==> config.mk <==
export PLATFORM = sky130hd
export DESIGN_NAME = tbase_regpair
export DESIGN_NICKNAME = d
export VERILOG_FILES = /design/src/rtl/tbase_pkg.sv /design/src/rtl/tbase_merge.sv /design/src/rtl/tbase_sanitise.sv /design/src/rtl/tbase_slot.sv /design/src/rtl/tbase_regpair.sv
export SDC_FILE = /design/constraint.sdc
export NUM_CORES = 1
export LEC_CHECK = 0
export CAP_MARGIN = 0
export CORE_ASPECT_RATIO = 2
export CORE_MARGIN = 2
export CORE_UTILIZATION = 39
export DETAILED_ROUTE_END_ITERATION = 10
export GPL_TIMING_DRIVEN = 0
export PLACE_DENSITY = 0.77
export SLEW_MARGIN = 20
export SYNTH_ARGS = -nofsm -noshare
export SYNTH_HDL_FRONTEND = slang
export SYNTH_HIERARCHICAL = 1
export SYNTH_SLANG_ARGS = --single-unit
export TNS_END_PERCENT = 5
==> constraint.sdc <==
create_clock -name clk -period 2.2 [get_ports clk]
set_clock_uncertainty 0.15 [all_clocks]
set_input_delay 0.22 -clock clk [delete_from_list [all_inputs] [get_ports clk]]
set_output_delay 0.22 -clock clk [all_outputs]
set_load 0.02 [all_outputs]
==> src/rtl/tbase_pkg.sv <==
package tbase_pkg;
   // access size, encoded as log2 of the byte count
   typedef enum logic [1:0] {
      SZ_B1  = 2'd0,
      SZ_B2  = 2'd1,
      SZ_W32 = 2'd2,
      SZ_W64 = 2'd3
   } acc_size_e;
endpackage

==> src/rtl/tbase_merge.sv <==
module tbase_merge #(
   parameter int DATA_W = 64
) (
   input  logic [DATA_W-1:0] old_q,
   input  logic [DATA_W-1:0] wdata,
   input  logic              full,
   input  logic              upper,
   output logic [DATA_W-1:0] merged
);
   localparam int HALF_W = DATA_W / 2;

   if (DATA_W % 2 != 0) begin : g_bad_width
      $error("tbase_merge: DATA_W must be even");
   end

   always_comb begin
      merged = old_q;
      if (full)
         merged = wdata;
      else if (upper)
         merged[DATA_W-1:HALF_W] = wdata[HALF_W-1:0];
      else
         merged[HALF_W-1:0] = wdata[HALF_W-1:0];
   end
endmodule

==> src/rtl/tbase_sanitise.sv <==
module tbase_sanitise #(
   parameter int                DATA_W    = 64,
   parameter logic [DATA_W-1:0] RSVD_MASK = '0,
   parameter bit                LEGALISE  = 1'b1,
   parameter int                ATTR_W    = 3,
   parameter int                SHARE_W   = 2,
   parameter int                INNER_LSB = 7,
   parameter int                OUTER_LSB = 56,
   parameter int                SHARE_LSB = 10,
   parameter logic [2:0]        CACHE_FILL = 3'b101
) (
   input  logic [DATA_W-1:0] raw,
   output logic [DATA_W-1:0] clean
);
   localparam logic [ATTR_W-1:0]  C_DEVICE = ATTR_W'(0);
   localparam logic [ATTR_W-1:0]  C_NONC   = ATTR_W'(1);
   localparam logic [ATTR_W-1:0]  C_FILL   = ATTR_W'(CACHE_FILL);
   localparam logic [SHARE_W-1:0] S_OUTER  = SHARE_W'(2);
   localparam logic [SHARE_W-1:0] S_INNER  = SHARE_W'(1);

   if (INNER_LSB + ATTR_W > DATA_W || OUTER_LSB + ATTR_W > DATA_W ||
       SHARE_LSB + SHARE_W > DATA_W) begin : g_bad_field
      $error("tbase_sanitise: attribute field outside the word");
   end

   logic [DATA_W-1:0] masked;
   assign masked = raw & ~RSVD_MASK;

   if (LEGALISE) begin : g_legal
      logic [ATTR_W-1:0]  inner_c;
      logic [ATTR_W-1:0]  outer_c;
      logic [SHARE_W-1:0] share_c;

      always_comb begin
         inner_c = masked[INNER_LSB +: ATTR_W];
         outer_c = masked[OUTER_LSB +: ATTR_W];
         share_c = masked[SHARE_LSB +: SHARE_W];
         clean   = masked;
         // device or non-cacheable inner: promote to write-back
         if (inner_c == C_DEVICE || inner_c == C_NONC)
            clean[INNER_LSB +: ATTR_W] = C_FILL;
         // outer: only "as inner" or non-cacheable survive
         if (outer_c != C_DEVICE && outer_c != C_NONC)
            clean[OUTER_LSB +: ATTR_W] = C_DEVICE;
         if (share_c == S_OUTER)
            clean[SHARE_LSB +: SHARE_W] = S_INNER;
      end
   end else begin : g_mask_only
      assign clean = masked;
   end
endmodule

==> src/rtl/tbase_slot.sv <==
module tbase_slot #(
   parameter int                DATA_W    = 64,
   parameter logic [DATA_W-1:0] RSVD_MASK = '0,
   parameter bit                LEGALISE  = 1'b1
) (
   input  logic              clk,
   input  logic              rst_n,
   input  logic              wr_en,
   input  logic              full,
   input  logic              upper,
   input  logic [DATA_W-1:0] wdata,
   output logic [DATA_W-1:0] q
);
   logic [DATA_W-1:0] merged;
   logic [DATA_W-1:0] clean;

   tbase_merge #(.DATA_W(DATA_W)) u_merge (
      .old_q  (q),
      .wdata  (wdata),
      .full   (full),
      .upper  (upper),
      .merged (merged)
   );

   tbase_sanitise #(
      .DATA_W    (DATA_W),
      .RSVD_MASK (RSVD_MASK),
      .LEGALISE  (LEGALISE)
   ) u_sanitise (
      .raw   (merged),
      .clean (clean)
   );

   always_ff @(posedge clk) begin
      if (!rst_n)
         q <= '0;
      else if (wr_en)
         q <= clean;
   end
endmodule

==> src/rtl/tbase_regpair.sv <==
module tbase_regpair
   import tbase_pkg::*;
#(
   parameter int                DATA_W    = 64,
   parameter int                ADDR_W    = 4,
   parameter logic [DATA_W-1:0] PROP_RSVD = 64'hF8F0_0000_0000_0060,
   parameter logic [DATA_W-1:0] PEND_RSVD = 64'hB8F0_0000_0000_F07F,
   parameter bit                LEGALISE  = 1'b1
) (
   input  logic              clk,
   input  logic              rst_n,
   input  logic              lpi_en,
   input  logic              req_valid,
   input  logic              req_write,
   input  logic [ADDR_W-1:0] req_addr,
   input  logic [1:0]        req_size,
   input  logic [DATA_W-1:0] req_wdata,
   output logic              rsp_valid,
   output logic [DATA_W-1:0] rsp_data,
   output logic [DATA_W-1:0] prop_base,
   output logic [DATA_W-1:0] pend_base
);
   localparam int NUM_REGS = 2;
   localparam int OFF_W    = $clog2(DATA_W / 8);
   localparam int HALF_W   = DATA_W / 2;

   if (ADDR_W != OFF_W + 1) begin : g_bad_addr
      $error("tbase_regpair: ADDR_W must cover exactly two words");
   end
   if (DATA_W != 64) begin : g_bad_data
      $error("tbase_regpair: word must be 64 bits for 32-bit halves");
   end

   logic [OFF_W-1:0]  off;
   logic              reg_sel;
   logic              is_full;
   logic              is_half;
   logic              wr_go;
   logic              rd_go;
   logic [DATA_W-1:0] regs_q [NUM_REGS];
   logic [DATA_W-1:0] src;
   logic [DATA_W-1:0] rd_val;

   assign off     = req_addr[OFF_W-1:0];
   assign reg_sel = req_addr[OFF_W];
   assign is_full = (acc_size_e'(req_size) == SZ_W64) && (off == '0);
   assign is_half = (acc_size_e'(req_size) == SZ_W32) && (off[OFF_W-2:0] == '0);
   assign wr_go   = req_valid && req_write && (is_full || is_half) && !lpi_en;
   assign rd_go   = req_valid && !req_write;

   for (genvar g = 0; g < NUM_REGS; g++) begin : g_slot
      localparam logic [DATA_W-1:0] MASK = (g == 0) ? PROP_RSVD : PEND_RSVD;
      tbase_slot #(
         .DATA_W    (DATA_W),
         .RSVD_MASK (MASK),
         .LEGALISE  (LEGALISE)
      ) u_slot (
         .clk   (clk),
         .rst_n (rst_n),
         .wr_en (wr_go && (reg_sel == 1'(g))),
         .full  (is_full),
         .upper (off[OFF_W-1]),
         .wdata (req_wdata),
         .q     (regs_q[g])
      );
   end

   always_comb begin
      src    = regs_q[reg_sel];
      rd_val = '0;
      if (is_full)
         rd_val = src;
      else if (is_half)
         rd_val = {{HALF_W{1'b0}},
                   off[OFF_W-1] ? src[DATA_W-1:HALF_W] : src[HALF_W-1:0]};
   end

   always_ff @(posedge clk) begin
      if (!rst_n) begin
         rsp_valid <= 1'b0;
         rsp_data  <= '0;
      end else begin
         rsp_valid <= rd_go;
         if (rd_go)
            rsp_data <= rd_val;
      end
   end

   assign prop_base = regs_q[0];
   assign pend_base = regs_q[1];
endmodule

; ---- Word level (Yosys, flattened, before mapping)
; Cells that the tools add are included.
[classes]
magnitude_cmp = 1
n_eq_ne = 9
muxes = 18
bitwise_logic = 2
n_reduce_logical = 26
[ops]
columns = operator, n
row1 = $mux 64, 3
row2 = $mux 32, 4
row3 = $mux 63, 2
row4 = $mux 59, 1
row5 = $mux 31, 1
row6 = $mux 27, 1
row7 = $mux 3, 4
row8 = $logic_and 1x1->1, 10
row9 = $logic_not 3->1, 3
row10 = $eq 2x2->1 const B, 4
row11 = $reduce_and 2->1, 4
row12 = $eq 3x1->1 const B, 2
row13 = $ne 3x1->1 const B, 2
row14 = $reduce_bool 3->1, 2
row15 = $mux 2, 2
row16 = $logic_or 1x1->1, 3
row17 = $ge 2x2->1 const B, 1
row18 = $logic_not 1->1, 2
row19 = $logic_not 2->1, 1
row20 = $ne 2x1->1 const B, 1
row21 = $not 1->2, 1
row22 = $reduce_bool 2->1, 1
row23 = $not 1->1, 1
[word_totals]
reg_bits = 163
input_bits = 75
out_inout_bits = 193
wordCells = 64

; ---- Depth between registers and ports, before layout
[depth]
word_depth = 7
mapped_depth = 12
depth_no_buf = 7

; ---- By module
; The synthesis kept the hierarchy.
[modules_own_cells]
columns = module, n_inst, cells_each, area_each_um2, seq_area_each_um2
row1 = tbase_slot, 2, 206, 2451.1, 1281.2
row2 = tbase_regpair, 1, 412, 3468.3, 1301.2
row3 = tbase_merge, 2, 144, 1192.4, 0.0
row4 = tbase_sanitise, 2, 65, 478.0, 0.0

; ---- Least setup slack after synthesis
; No wires, ideal clock.
[synth_timing]
kind = input to register
from = input req_addr[2]
to = register g_slot[0].u_slot.q[10]
setup_time_ns = 0.116
arrival_ns = 2.145
t_required_ns = 1.934
path_slack_ns = -0.211
path_stages = 12
n_path_buf = 5
path_cell_list = buf_2 -> nor2b_1 -> buf_2 -> clkbuf_1 -> and2_1 -> nor2b_4 -> buf_6 -> buf_6 -> mux2_4 -> or2_1 -> mux2i_1 -> nor2b_1
[synth_between]
word_cells_on_any_way = 10
classes_between = eq/ne (1) / mux (3) / reduce/logical (6)
[synth_rtl]
columns = item, line_no
row1 = "start, declared", tbase_regpair.sv:15  ; input logic [ADDR_W-1:0] req_addr,
row2 = $logic_not 3->1, tbase_regpair.sv:46  ; assign is_full = (acc_size_e'(req_size) == SZ_W64) && (off == '0);
row3 = $logic_and 1x1->1, tbase_regpair.sv:46
row4 = via is_full, tbase_regpair.sv:36  ; logic is_full;
row5 = $mux 59, tbase_merge.sv:18  ; if (full)
row6 = via g_slot[0].u_slot.merged[11], tbase_slot.sv:14  ; logic [DATA_W-1:0] merged;
row7 = $eq 2x2->1, tbase_sanitise.sv:45  ; if (share_c == S_OUTER)
row8 = $mux 2, tbase_sanitise.sv:45
row9 = via g_slot[0].u_slot.clean[10], tbase_slot.sv:15  ; logic [DATA_W-1:0] clean;
row10 = "end signal, assigned", tbase_slot.sv:38  ; q <= clean;
row11 = "end, declared", tbase_slot.sv:12  ; output logic [DATA_W-1:0] q
; The timed path passes the listed nets, and every way through them passes these cells. The select of a mux whose other input is x is not followed.
; A chain may end at the register's enable or synchronous reset.

; ---- Worst setup path after layout
[layout_timing]
from = input req_size[1]
to = register g_slot[0].u_slot.q[8]
[layout_between]
elab_chain_cells = 6
word_cells_on_any_way = 13
classes_between = eq/ne (3) / mux (2) / reduce/logical (8)
[layout_rtl]
columns = item, line_no
row1 = "start, declared", tbase_regpair.sv:16  ; input logic [1:0] req_size,
row2 = $eq 2x2->1 (*), tbase_regpair.sv:46
row3 = $logic_and 1x1->1 (*), tbase_regpair.sv:46
row4 = via is_full, tbase_regpair.sv:36
row5 = $mux 59 (*), tbase_merge.sv:18
row6 = via g_slot[0].u_slot.merged[8], tbase_slot.sv:14
row7 = $eq 3x1->1 or $logic_not 3->1 (tied branches), tbase_sanitise.sv:40  ; if (inner_c == C_DEVICE || inner_c == C_NONC)
row8 = $logic_or 1x1->1, tbase_sanitise.sv:40
row9 = $mux 3 (*), tbase_sanitise.sv:40
row10 = via g_slot[0].u_slot.clean[8], tbase_slot.sv:15
; The timed path passes the listed nets; every way through them passes the cells marked *.

==> results.py <==
metrics = {
    "status": {
        "outcome": "finished clean",
    },
    "final_layout": {
        "antenna-diode-count": 0,
        "fillers": 2536,
        "fin_area_sq_mm": 0.0151,
        "final_util_pct": 53.7,
        "final_cells": 1867,
        "nets": 1573,
        "area_growth_syn_to_layout_pct": 35.1,
        "layout-drive-gt1-share_pct": 20.5,
    },
    "critical_path": {
        "rr_worst_depth": 5,
        "cp-start-kind": "input port",
        "criticalPathCategory": "in2reg",
        "rr_endpoint": "g_slot[0].u_slot/q[56]",
        "timing.rr.start": "g_slot[0].u_slot/q[58]",
        "critPathArrivalTime_ps": 2310,
        "worstPathRequired_ps": 2400,
        "crit_fanout": 6,
        "rrSetupSlack_ps": 900,
        "end_kind": "flip-flop",
    },
    "min_path": {
        "hold_depth": 3,
        "hold_end": "rsp_data[0]",
        "worstHoldStart": "req_addr[2]",
        "hp-class": "in2reg",
    },
    "power_and_ir_drop": {
        "ir_drop_mv": 0.563,
        "p_leak_nw": 5.60,
        "power_density_mw_per_mm2": 506,
    },
    "placement": {
        "dp.cells": 1823,
        "finalWeightedCongestion": 0.895,
        "numPortBuffers": 257,
        "place_hpwl_mm": 29.6,
        "placed_cell_area_sq_mm": 0.0144,
        "pre_cts_slack_ps": -1270,
    },
    "routing": {
        "wirelength_mm": 38.5,
        "drc_errors": 0,
        "num_vias": 9538,
        "drt_iter0_drc": 553,
        "drtPass1Iterations": 6,
        "routedWlPerCell_microns": 20.6,
        "routed_via_density": 5.11,
        "antenna_left": 0,
    },
    "global_routing": {
        "grt.overflow.total": 0,
        "grt_pass1_vias": 9624,
        "grt_pass1_wl_mm": 56.8,
        "grtUsageTotal_pct": 25.4,
        "antenna_found_initial": 0,
        "grt_start_max_net_pins": 18,
    },
    "floorplanning": {
        "boundaryPins": 268,
        "fp.dieH_microns": 244,
        "start_util_pct": 39.7,
        "row_count": 87,
        "die_area_sq_mm": 0.0302,
        "fp.dieW_microns": 124,
        "fp.coreArea_sq_mm": 0.0282,
    },
    "sta": {
        "tns_ps": 0,
        "slew_headroom_pct": 48.6,
        "fin_crit_ps": 2110,
        "period_share_pct": 95.9,
        "final_hold_viol_count": 0,
        "worst_pin_slew_ps": 772,
        "setup_slack_ps": 90.2,
        "timing.fmax_mhz": 474,
        "setup_viol": 0,
        "slew_viol_final": 0,
        "grt_setup_unrepaired": "no",
    },
    "clock_network": {
        "cts_inserted_buffers": 17,
        "cts_tree": "built",
        "hold_buffers": 0,
        "path_clk_slew_ps": 70,
        "clk_path_buf_depth": 2,
        "cts_root_buffer": "clkbuf_16",
        "cts.sinks": 193,
        "htreeDepth": 4,
        "worstSkewPairLatency_ps": 460,
    },
    "run": {
        "maxCapViolCount": 0,
    },
    "yosys": {
        "syn_area_sq_mm": 0.0112,
        "yosysWarnings": 6,
        "synth_cells": 1178,
        "synth.avg_cell_area_sq_um": 9.51,
    },
}
==> how the worst max path moves through the flow <==
stage / from / slack (ps) / depth (start not counted) / end
6_report: req_size[1] / 90 / 12 / g_slot[0].u_slot/q[8]
5_1_grt: req_size[0] / 20 / 12 / g_slot[0].u_slot/q[7]
4_1_cts: req_addr[1] / 3 / 9 / g_slot[1].u_slot/q[60]
3_5_place_dp: req_size[1] / -1270 / 10 / g_slot[1].u_slot/q[40]
3_3_place_gp: req_size[1] / -1220 / 10 / g_slot[1].u_slot/q[43]
2_1_floorplan: req_addr[2] / 5 / 12 / g_slot[0].u_slot/q[10]
==> per-stage QoR <==
step | hold WS [ps] | total power, mW
floorplan | 265 | 4.24
global placement | 300 | 4.56
detailed placement | 306 | 4.58
CTS | 72.1 | 7.70
global route | 122 | 7.89
finish | 86.5 | 7.67
==> worst max-delay path, cell delays in order <==
cell and delay, ps:
dlygate4sd2_1 330, nor3b_4 350, buf_8 160, and2_4 180, nor2b_4 50, buf_8 140, buf_12 140, buf_4 130
mux2_4 300, clkbuf_1 100, mux2i_1 150, nor2b_1 60
==> metal layers <==
layer | global-route usage [%] | part of all wire, % | vias up
li1 | - | - | 4531
met1 | 26.0 | 36 | 4563
met2 | 45.8 | 53 | 332
met3 | 4.40 | 4.5 | 112
met4 | 16.5 | 6.5 | 0
met5 | 0 | 0 | -
==> what timing repair did <==
| action | 4_1_cts | 5_1_grt |
|---|---|---|
| hold endpoints to repair | 0 | 0 |
| pin swaps | 0 | 4 |
| buffers inserted | 4 | 8 |
| gates resized for setup | 17 | 11 |
| setup endpoints to repair | 126 | 121 |
| cloned | 0 | 1 |
==> final cells by class <==
| class | instances | area [sq um] | share of cell area, % |
|---|---|---|---|
| Multi-Input combinational cell | 794 | 5950 | 39.3 |
| Clock buffer | 20 | 457 | 3.02 |
| Tap cell | 356 | 445 | 2.94 |
| Inverter | 1 | 3.75 | 0.0248 |
| Buffer | 221 | 1600 | 10.5 |
| Timing Repair Buffer | 270 | 2690 | 17.8 |
| Sequential cell | 193 | 3860 | 25.5 |
| Clock inverter | 12 | 129 | 0.851 |
==> report_power, final <==
group          internal (mW)  leakage [nW]  switching [mW]
clock                   1.65         0.278            1.49
combinational          0.546          3.77           0.475
sequential              3.50          1.55         0.00849
==> layout by cell type, fill, tap and decap left out, drive strengths merged <==
cell type / count
nand2b: 3
nand3: 32
nor4: 1
nor2: 32
o21bai: 2
bufbuf: 1
dfxtp: 193
nor2b: 163
and2: 4
dlygate4sd2: 1
nand2: 82
nand4: 33
buf: 181
a211oi: 32
nor4b: 1
conb: 34
or2: 2
clkinv: 5
o21ai: 47
mux2: 83
inv: 4
nor3b: 3
and2b: 1
mux2i: 175
o31ai: 32
bufinv: 1
dlymetal6s2s: 2
clkinvlp: 3
clkdlybuf4s50: 254
clkbuf: 72
a21boi: 32
==> flip-flops by register name (all words and copies together), names as in the netlist <==
signal and flops:
g_slot.u_slot/q 128, rsp_data 64, rsp_valid 1
No activity file was read; power rests on OpenSTA's default activity.
